--- config.mk ---
export PLATFORM = sky130hd
export DESIGN_NAME = fpu_status_ctl
export DESIGN_NICKNAME = d
export VERILOG_FILES = /design/src/rtl/fpu_status_pkg.sv /design/src/rtl/fpu_status_ctrl.sv /design/src/rtl/fpu_status_dp.sv /design/src/rtl/fpu_status_ctl.sv
export SDC_FILE = /design/constraint.sdc
export NUM_CORES = 1
export LEC_CHECK = 0
export BUFFER_PORTS_ARGS = -buffer_cell sky130_fd_sc_hd__buf_2
export CAP_MARGIN = 20
export CORE_UTILIZATION = 35
export DETAILED_ROUTE_END_ITERATION = 7
export GPL_TIMING_DRIVEN = 0
export PLACE_DENSITY = 0.84
export SETUP_SLACK_MARGIN = 0.05
export SLEW_MARGIN = 0
export SYNTH_ARGS = -nofsm -noshare
export SYNTH_HDL_FRONTEND = slang
export SYNTH_HIERARCHICAL = 1
export SYNTH_SLANG_ARGS = --single-unit
--- constraint.sdc ---
create_clock -name clk -period 0.99 [get_ports clk]
set_input_delay 0 -clock clk [delete_from_list [all_inputs] [get_ports clk]]
set_output_delay 0 -clock clk [all_outputs]
set_load 0.02 [all_outputs]
--- src/rtl/fpu_status_pkg.sv ---
package fpu_status_pkg;

  localparam int CSR_W     = 32;
  localparam int EXC_W     = 5;
  localparam int RM_LO     = 0;
  localparam int RM_W      = 2;
  localparam int FLAG_LO   = 2;
  localparam int EN_LO     = 7;
  localparam int CAUSE_LO  = 12;
  localparam int CAUSE_W   = 6;
  localparam int DN_BIT    = 18;
  localparam int BANK_BIT  = 21;
  localparam int CAUSE_SHIFT = CAUSE_LO - FLAG_LO;
  localparam logic [RM_W-1:0] RM_TRUNC = 2'b01;
  localparam logic [11:0] TRAP_FP_EXC = 12'h120;

  // Bit index of each exception inside a five-bit group
  localparam int EXC_INEXACT  = 0;
  localparam int EXC_UNDER    = 1;
  localparam int EXC_OVER     = 2;
  localparam int EXC_DIVZERO  = 3;
  localparam int EXC_INVALID  = 4;

  typedef enum logic {CMP_EQ = 1'b0, CMP_GT = 1'b1} cmpKind_t;

  typedef struct packed {
    logic doWrite;
    logic doUpdate;
    logic doSetT;
    logic tVal;
  } ctlStrobes_t;

  function automatic logic [CSR_W-1:0] fieldMask(input int lo, input int w);
    logic [CSR_W-1:0] m;
    m = '0;
    for (int i = 0; i < w; i++) m[lo+i] = 1'b1;
    return m;
  endfunction

  function automatic logic [CSR_W-1:0] writeMask();
    return fieldMask(RM_LO, RM_W) | fieldMask(FLAG_LO, EXC_W) |
           fieldMask(EN_LO, EXC_W) | fieldMask(CAUSE_LO, CAUSE_W) |
           fieldMask(DN_BIT, 1) | fieldMask(BANK_BIT, 1);
  endfunction

endpackage

--- src/rtl/fpu_status_ctrl.sv ---
module fpu_status_ctrl
  import fpu_status_pkg::*;
#(
  parameter int EXC_BITS = EXC_W
) (
  input  logic                wrEn,
  input  logic                opValid,
  input  logic                cmpValid,
  input  logic                cmpKind,
  input  logic                cmpEq,
  input  logic                cmpGt,
  input  logic                cmpUnord,
  output ctlStrobes_t         strobes
);

  logic orderedCmp;
  logic unorderedCmp;
  cmpKind_t kind;

  always_comb begin
    kind         = cmpKind_t'(cmpKind);
    orderedCmp   = cmpValid && !cmpUnord;
    unorderedCmp = cmpValid && cmpUnord;

    strobes          = '0;
    // Status update has priority over a colliding software write
    strobes.doUpdate = opValid || unorderedCmp;
    strobes.doWrite  = wrEn && !strobes.doUpdate;
    strobes.doSetT   = orderedCmp;
    unique case (kind)
      CMP_EQ:  strobes.tVal = cmpEq;
      CMP_GT:  strobes.tVal = cmpGt;
      default: strobes.tVal = 1'b0;
    endcase
  end

endmodule

--- src/rtl/fpu_status_dp.sv ---
module fpu_status_dp
  import fpu_status_pkg::*;
#(
  parameter int WIDTH    = CSR_W,
  parameter int EXC_BITS = EXC_W
) (
  input  logic                clk,
  input  logic                rstN,
  input  ctlStrobes_t         strobes,
  input  logic [WIDTH-1:0]    wrData,
  input  logic [EXC_BITS-1:0] excBits,
  output logic [WIDTH-1:0]    csrValue,
  output logic                roundToZero,
  output logic                flushEn,
  output logic                tBit,
  output logic                trapReq
);

  localparam logic [WIDTH-1:0] WMASK     = writeMask();
  localparam logic [WIDTH-1:0] FLAG_MASK = fieldMask(FLAG_LO, EXC_BITS);

  logic [WIDTH-1:0]    csrQ, csrD, updVal;
  logic [EXC_BITS-1:0] causeNew, enables, hit;
  logic                trapD, anyExc;

  // Status update: rewrite flags, accumulate cause by a fixed shift
  always_comb begin
    anyExc = |excBits;
    updVal = csrQ & ~FLAG_MASK;
    updVal[FLAG_LO +: EXC_BITS] = excBits;
    if (anyExc) updVal = updVal | ((updVal & FLAG_MASK) << CAUSE_SHIFT);
    causeNew = updVal[CAUSE_LO +: EXC_BITS];
    enables  = updVal[EN_LO +: EXC_BITS];
  end

  // Per-exception trap match
  for (genvar g = 0; g < EXC_BITS; g++) begin : g_match
    assign hit[g] = causeNew[g] & enables[g];
  end

  always_comb begin
    csrD  = csrQ;
    trapD = 1'b0;
    if (strobes.doUpdate) begin
      csrD  = updVal;
      trapD = anyExc && (|hit);
    end else if (strobes.doWrite) begin
      csrD = wrData & WMASK;
    end
  end

  always_ff @(posedge clk) begin
    if (!rstN) begin
      csrQ    <= '0;
      tBit    <= 1'b0;
      trapReq <= 1'b0;
    end else begin
      csrQ    <= csrD;
      trapReq <= trapD;
      if (strobes.doSetT) tBit <= strobes.tVal;
    end
  end

  assign csrValue    = csrQ;
  assign roundToZero = (csrQ[RM_LO +: RM_W] == RM_TRUNC);
  assign flushEn     = csrQ[DN_BIT];

endmodule

--- src/rtl/fpu_status_ctl.sv ---
module fpu_status_ctl
  import fpu_status_pkg::*;
#(
  parameter int          WIDTH     = CSR_W,
  parameter int          EXC_BITS  = EXC_W,
  parameter logic [11:0] TRAP_CODE = TRAP_FP_EXC
) (
  input  logic                clk,
  input  logic                rstN,
  input  logic                wrEn,
  input  logic [WIDTH-1:0]    wrData,
  input  logic                opValid,
  input  logic [EXC_BITS-1:0] excBits,
  input  logic                cmpValid,
  input  logic                cmpKind,
  input  logic                cmpEq,
  input  logic                cmpGt,
  input  logic                cmpUnord,
  output logic [WIDTH-1:0]    csrValue,
  output logic                roundToZero,
  output logic                flushEn,
  output logic                tBit,
  output logic                trapReq,
  output logic [11:0]         trapCode
);

  ctlStrobes_t strobes;

  fpu_status_ctrl #(.EXC_BITS(EXC_BITS)) u_ctrl (
    .wrEn     (wrEn),
    .opValid  (opValid),
    .cmpValid (cmpValid),
    .cmpKind  (cmpKind),
    .cmpEq    (cmpEq),
    .cmpGt    (cmpGt),
    .cmpUnord (cmpUnord),
    .strobes  (strobes)
  );

  fpu_status_dp #(.WIDTH(WIDTH), .EXC_BITS(EXC_BITS)) u_dp (
    .clk         (clk),
    .rstN        (rstN),
    .strobes     (strobes),
    .wrData      (wrData),
    .excBits     (excBits),
    .csrValue    (csrValue),
    .roundToZero (roundToZero),
    .flushEn     (flushEn),
    .tBit        (tBit),
    .trapReq     (trapReq)
  );

  assign trapCode = TRAP_CODE;

endmodule

==> results of run 1 <==
[how the worst max path moves through the flow]
stage / from / endpoint
final: u_dp/csrValue[0]$_SDFFE_PN0P_ / roundToZero
after global routing: u_dp/csrValue[0]$_SDFFE_PN0P_ / roundToZero
after CTS: u_dp/csrValue[18]$_SDFFE_PN0P_ / csrValue[18]
after detailed placement: cmpUnord / u_dp/csrValue[18]$_SDFFE_PN0P_
after global placement: cmpUnord / u_dp/csrValue[9]$_SDFFE_PN0P_
after floorplan: cmpUnord / u_dp/csrValue[18]$_SDFFE_PN0P_
[through the flow]
step / cell area (µm²) / worst slack [ns] / utilization [%] / setup TNS (ns)
global placement: 1613 / -0.1487 / 51.56 / -2.054
CTS: 1863 / 0.05601 / 59.56 / 0
global route: 1882 / 0.002781 / 60.16 / 0
floorplan: 1272 / 0.06667 / - / 0
finish: 1882 / 0.04934 / 60.16 / 0
detailed placement: 1613 / -0.1639 / 51.56 / -2.300
[sequential cells by signal, summed over array words and instances (netlist names)]
signal         cells
u_dp/csrValue     20
u_dp/trapReq       1
u_dp/tBit          1
[worst max-delay path: cells and delay by family (launching register included)]
| family | cells | cell delay [ns] |
|---|---|---|
| buf+inv | 1 | 0.15 |
| flops | 1 | 0.35 |
| simple gates | 1 | 0.14 |
[cells in the final DEF (no fill, tap or decap), drive strengths merged]
master / synthesis / layout
nor2: 2 / 2
nand2b: 1 / 1
conb: 3 / 24
o211ai: 1 / 1
and2b: 1 / 1
o21ai: 10 / 10
nand2: 20 / 20
buf: 30 / 88
clkinv: 1 / 1
o221a: 5 / 5
nor2b: 3 / 3
or4: 1 / 1
mux2i: 6 / 6
mux2: 1 / 1
and4: 1 / 1
dlygate4sd3: 0 / 21
dfxtp: 22 / 22
a21o: 1 / 1
a21boi: 10 / 10
clkbuf: 2 / 6
a21oi: 11 / 11
inv: 6 / 6
[routing by layer]
layer / share of wire [%] / track usage, % / vias to the layer above
li1: - / - / 621
met1: 43 / 20.21 / 527
met2: 51 / 33.81 / 46
met3: 4.8 / 2.597 / 4
met4: 1.3 / 7.973 / 0
met5: 0 / 0 / -
[power groups by stage]
stage	sequential [mW]	combinational, mW	clock, mW
floorplan	1.04	0.308	0
global placement	0.982	0.516	0
detailed placement	0.984	0.521	0
CTS	0.964	0.588	0.501
global route	0.973	0.650	0.537
finish	0.966	0.601	0.492
[cell families (layout without fill, tap and decap cells)]
| family | count (synthesis) | in the layout | synth area share [%] |
|---|---|---|---|
| AOI/OAI and AO/OA | 38 | 38 | 21.74 |
| buffers and inverters | 39 | 122 | 21.74 |
| DFF | 22 | 22 | 37.33 |
| muxes | 7 | 7 | 6.363 |
| other | 3 | 24 | 0.9543 |
| and+or+nand+nor | 29 | 29 | 11.88 |
[Yosys cell counts (all sizes together)]
master and instances:
o211ai 1, nor2 2, dfxtp 22, nand2b 1, and2b 1, a21oi 11, clkbuf 2, buf 30
o21ai 10, inv 6, a21boi 10, or4 1, mux2 1, mux2i 6, nor2b 3, o221a 5
clkinv 1, a21o 1, and4 1, conb 3, nand2 20
[timing repair]
action,in CTS,in global routing
hold buffers,21,0
hold endpoints to repair,21,0
setup buffers,0,1
endpoints found under the setup margin,1,6
pin swaps,0,0
gates cloned,0,0
resized for setup,2,10
[final cells by class]
class	instances	area (µm²)
fill	286	1246
sequential	22	444.2
inverter	7	26.28
buffer	32	236.5
timing repair buffer	79	511.7
clock buffer	4	36.28
tap	44	55.05
multi-input combinational	98	571.8
==> key figures, run 1 <==
Status
  – Outcome: completed

CTS
  – Clk slew on worst S/H paths: 0.12 ns
  – Clk buf depth: 2
  – CTS tree: yes
  – Root buffer selected by CTS: clkbuf_4
  – Worst skew pair latency: 0.30 ns
  – CTS buffer count: 3
  – H-tree depth: 1
  – CTS sink count: 22

Route
  – Remaining DRCs: 0
  – DRT Wirelength: 3043 µm
  – Via-to-Cell Ratio: 4.189
  – WL per Instance: 10.64 µm
  – Antenna Violating Nets Remaining: 0
  – Vias: 1198
  – Detailed Route Iter0 Violations: 21
  – 1st-pass router iterations: 4

Synth
  – YS warnings: 6
  – Post-synth top area cell: dfxtp_1
  – Count of different cell masters after synthesis: 24
  – Avg Synthesized Cell Area: 8.550 µm²
  – FF+latch count, synth: 22
  – Synthesized instance count: 138
  – Top-area cell type share of the netlist area: 37.33%
  – Sequential share of the synthesized area: 37.33%
  – Synth Cell Area: 0.001180 mm²
  – Top cells by area in the synthesized netlist: dfxtp_1, buf_4, nand2_1, mux2i_1, a21boi_0

Job
  – Max cap viols: 0

Timing
  – Unrepaired setup endpoints after global routing: yes
  – Final max-slew violation count: 0
  – Fmax: 1063 MHz
  – Clock Skews: 0.005759 ns
  – Final Hold Vio Count: 0
  – Final period utilization: 95.02%
  – Worst Hold Margin: 0.00004713 ns
  – Final setup violation count: 0
  – Final min period: 0.9407 ns

Min path
  – Hold Path Depth: 3
  – HP Start: excBits[1]
  – Worst Hold End: u_dp/csrValue[3]$_SDFFE_PN0P_
  – Hold WC Path Type: primary input to flop

Floorplan
  – # IOs: 94
  – Initial core utilization: 37.72%
  – Core area: 0.003128 mm²
  – Die height: 60.06 µm
  – Die area: 0.003607 mm²
  – Row count: 20
  – Die Width: 60.06 µm

Place
  – Number of port buffers: 57
  – RePlAce Congestion: 0.7671
  – DP Cell Count: 260
  – DP HPWL: 2055 µm

Global route
  – Largest net degree at the start of global routing: 13
  – GRT Total Usage: 18.17%
  – First-pass GRT wire length: 4864 µm
  – Vias in the first global route: 1126
  – Antenna violations before repair: 0
  – Overflow after GRT: 0

Critical path
  – CP Capture Type: output pin
  – Setup CP Type: flop to output pin
  – CP max stage delay: 0.35 ns
  – Required time worst endpoint: 0.99 ns
  – Data arrival time of the worst path: 0.94 ns
  – Critical R2R Launch: u_dp/csrValue[10]$_SDFFE_PN0P_
  – CP max FO: 3
  – CP cell instances: nor2b_2, buf_4
  – R2R cell count: 3
  – Max stage delay cell, worst path: dfxtp_2
  – FF-to-FF setup slack: 0.13 ns
  – Startpoint types: flop
  – FF-to-FF End: u_dp/trapReq$_SDFF_PN0_

Power
  – Leakage Power: 0.9628 nW
  – NetSw: 0.6070 mW
  – Logic pwr share: 29.2%
  – Power, Total: 2.058 mW
  – Reg power frac: 46.9%
  – Clock power share: 23.9%
  – Internal power: 1.451 mW
  – Ratio of total power to cell area: 1094 mW/mm²
  – Sw Ratio: 29.49%
  – Peak supply drop: 0.4785 mV

Final layout
  – Finished Layout Cells: 286
  – Layout area overhead: 59.49%
  – Antenna cells: 0
  – Share of cells above drive strength 1: 44.21%
  – # nets final: 289
(Power assumes the default switching activity.)
==> run 2, diff against run 1 <==
--- a/config.mk
+++ b/config.mk
@@ -7,10 +7,10 @@
 export LEC_CHECK = 0
 export BUFFER_PORTS_ARGS = -buffer_cell sky130_fd_sc_hd__buf_2
 export CAP_MARGIN = 20
-export CORE_UTILIZATION = 35
+export CORE_UTILIZATION = 42
 export DETAILED_ROUTE_END_ITERATION = 7
 export GPL_TIMING_DRIVEN = 0
-export PLACE_DENSITY = 0.84
+export PLACE_DENSITY = 0.93
 export SETUP_SLACK_MARGIN = 0.05
 export SLEW_MARGIN = 0
 export SYNTH_ARGS = -nofsm -noshare
==> constraint.sdc (replaced) <==
create_clock -name clk -period 1.15 [get_ports clk]
set_input_delay 0 -clock clk [delete_from_list [all_inputs] [get_ports clk]]
set_output_delay 0 -clock clk [all_outputs]
set_load 0.02 [all_outputs]
==> key figures, run 2 (synthesis results as in run 1) <==
Status
  – Outcome: completed

Place
  – Number of port buffers: 57
  – DP HPWL: 2023 µm
  – DP Cell Count: 246
  – Place WS: -0.06781 ns
  – RePlAce Congestion: 0.7842

Route
  – Remaining DRCs: 0
  – Detailed Route Iter0 Violations: 22
  – Antenna Violating Nets Remaining: 0
  – Via-to-Cell Ratio: 4.407
  – DRT Wirelength: 2928 µm
  – Vias: 1203
  – WL per Instance: 10.73 µm
  – 1st-pass router iterations: 4

CTS
  – Clk buf depth: 2
  – CTS buffer count: 3
  – CTS tree: yes
  – Post-CTS setup buffers: 0
  – CTS sink count: 22
  – Clk slew on worst S/H paths: 0.12 ns
  – H-tree depth: 1
  – Root buffer selected by CTS: clkbuf_4
  – Worst skew pair latency: 0.30 ns

Job
  – Max cap viols: 0

Min path
  – Worst Hold End: u_dp/csrValue[4]$_SDFFE_PN0P_
  – Hold Path Depth: 3
  – Hold WC Path Type: primary input to flop
  – HP Start: excBits[2]

Power
  – Logic pwr share: 28.9%
  – Sw Ratio: 29.16%
  – Clock power share: 23.9%
  – Ratio of total power to cell area: 951.8 mW/mm²
  – NetSw: 0.5133 mW
  – Leakage Power: 0.9587 nW
  – Peak supply drop: 0.8275 mV
  – Reg power frac: 47.2%
  – Internal power: 1.247 mW

Floorplan
  – # IOs: 94
  – Die Width: 55 µm
  – Row count: 18
  – Core area: 0.002567 mm²
  – Die height: 55 µm
  – Initial core utilization: 45.96%
  – Die area: 0.003025 mm²

Final layout
  – Multi-input gate area: 561.8 µm²
  – Register Area: 440.4 µm²
  – Share of cells above drive strength 1: 41.98%
  – Layout area overhead: 56.73%
  – Commonest non-fill, non-tap cell in the layout: buf_2
  – Fill count: 226
  – Antenna cells: 0
  – Finished Layout Cells: 273
  – # nets final: 290
  – Commonest non-fill, non-tap cells in the layout: buf_2, buf_4, conb_1
  – Max FFs per register: 20

Critical path
  – R2R cell count: 3
  – CP max FO: 3
  – Critical R2R Launch: u_dp/csrValue[15]$_SDFFE_PN0P_
  – Data arrival time of the worst path: 1.01 ns
  – Startpoint types: flop
  – Setup CP Type: flop to output pin
  – FF-to-FF End: u_dp/trapReq$_SDFF_PN0_
  – Required time worst endpoint: 1.15 ns
  – CP Capture Type: output pin
  – FF-to-FF setup slack: 0.26 ns

Timing
  – Final period utilization: 87.67%
  – Final setup violation count: 0
  – Final max-slew violation count: 0
  – Clock Skews: 0.001494 ns
  – Final Hold Vio Count: 0
  – Fmax: 991.9 MHz
  – Final Worst Setup Slack: 0.1418 ns
  – Unrepaired setup endpoints after global routing: no
  – Final min period: 1.008 ns

Global route
  – GRT Total Usage: 20.11%
  – Vias in the first global route: 1042
  – First-pass GRT wire length: 4284 µm
  – Largest net degree at the start of global routing: 13
  – Overflow after GRT: 0
  – Antenna violations before repair: 0
## run 2: cell types whose count changed in the layout (fill, tap and decap cells not counted), sizes merged
cell         before  now
dlygate4sd3      21   23
buf              88   87
## run 2: final cells by class
class,count,area share [%]
Multi-Input combinational cell,98,30.38
Timing Repair Buffer,80,27.88
Sequential cell,22,23.82
Buffer,32,12.52
Tap cell,30,2.030
Clock buffer,4,1.962
Inverter,7,1.421
## run 2: worst max-delay path by stage
stage | startpoint | end | slack (ns) | cells past startpoint
finish | u_dp/csrValue[0]$_SDFFE_PN0P_ | roundToZero | 0.14 | 2
global route | u_dp/csrValue[0]$_SDFFE_PN0P_ | roundToZero | 0.07 | 2
CTS | rstN | u_dp/csrValue[2]$_SDFFE_PN0P_ | 0.13 | 5
detailed placement | cmpUnord | u_dp/csrValue[8]$_SDFFE_PN0P_ | -0.07 | 8
global placement | cmpUnord | u_dp/csrValue[15]$_SDFFE_PN0P_ | -0.04 | 6
floorplan | cmpUnord | u_dp/csrValue[12]$_SDFFE_PN0P_ | 0.18 | 5
## run 2: power by group through the flow
stage                     sequential, mW  combinational [mW]  clock [mW]
after floorplan                    0.898               0.259           0
final                              0.831               0.509       0.420
after global placement             0.845               0.437           0
after global routing               0.837               0.552       0.463
after CTS                          0.830               0.501       0.428
after detailed placement           0.848               0.440           0
## run 2: repair_timing
action                     in CTS  in global routing
gates resized for setup         0                  2
setup endpoints to repair       0                  5
hold endpoints to repair       21                  0
hold buffers                   23                  0
## run 2: metrics by stage
stage                     setup TNS [ns]  util [%]  power, mW  area (µm²)  hold WS, ns
after floorplan                        0         -      1.157        1259       0.1284
after global placement           -0.4421     61.60      1.283        1582       0.2410
after detailed placement         -0.7653     61.60      1.287        1582       0.2557
after CTS                              0     71.98      1.760        1848     0.003640
after global routing                   0     72.03      1.852        1849      0.03080
final                                  0     72.03      1.760        1849      0.02821
## run 2: critical path: stages (launching register included)
cell and delay, ns:
dfxtp_1 0.36, nor2b_1 0.16, buf_2 0.19
## run 2: layer usage
metal  track usage [%]  vias up  wire, µm
met5                 0        -         0
met4             11.25        0        63
met3             3.552        8       199
met2             36.95       53      1449
met1             21.39      519      1215
li1                  -      623         -
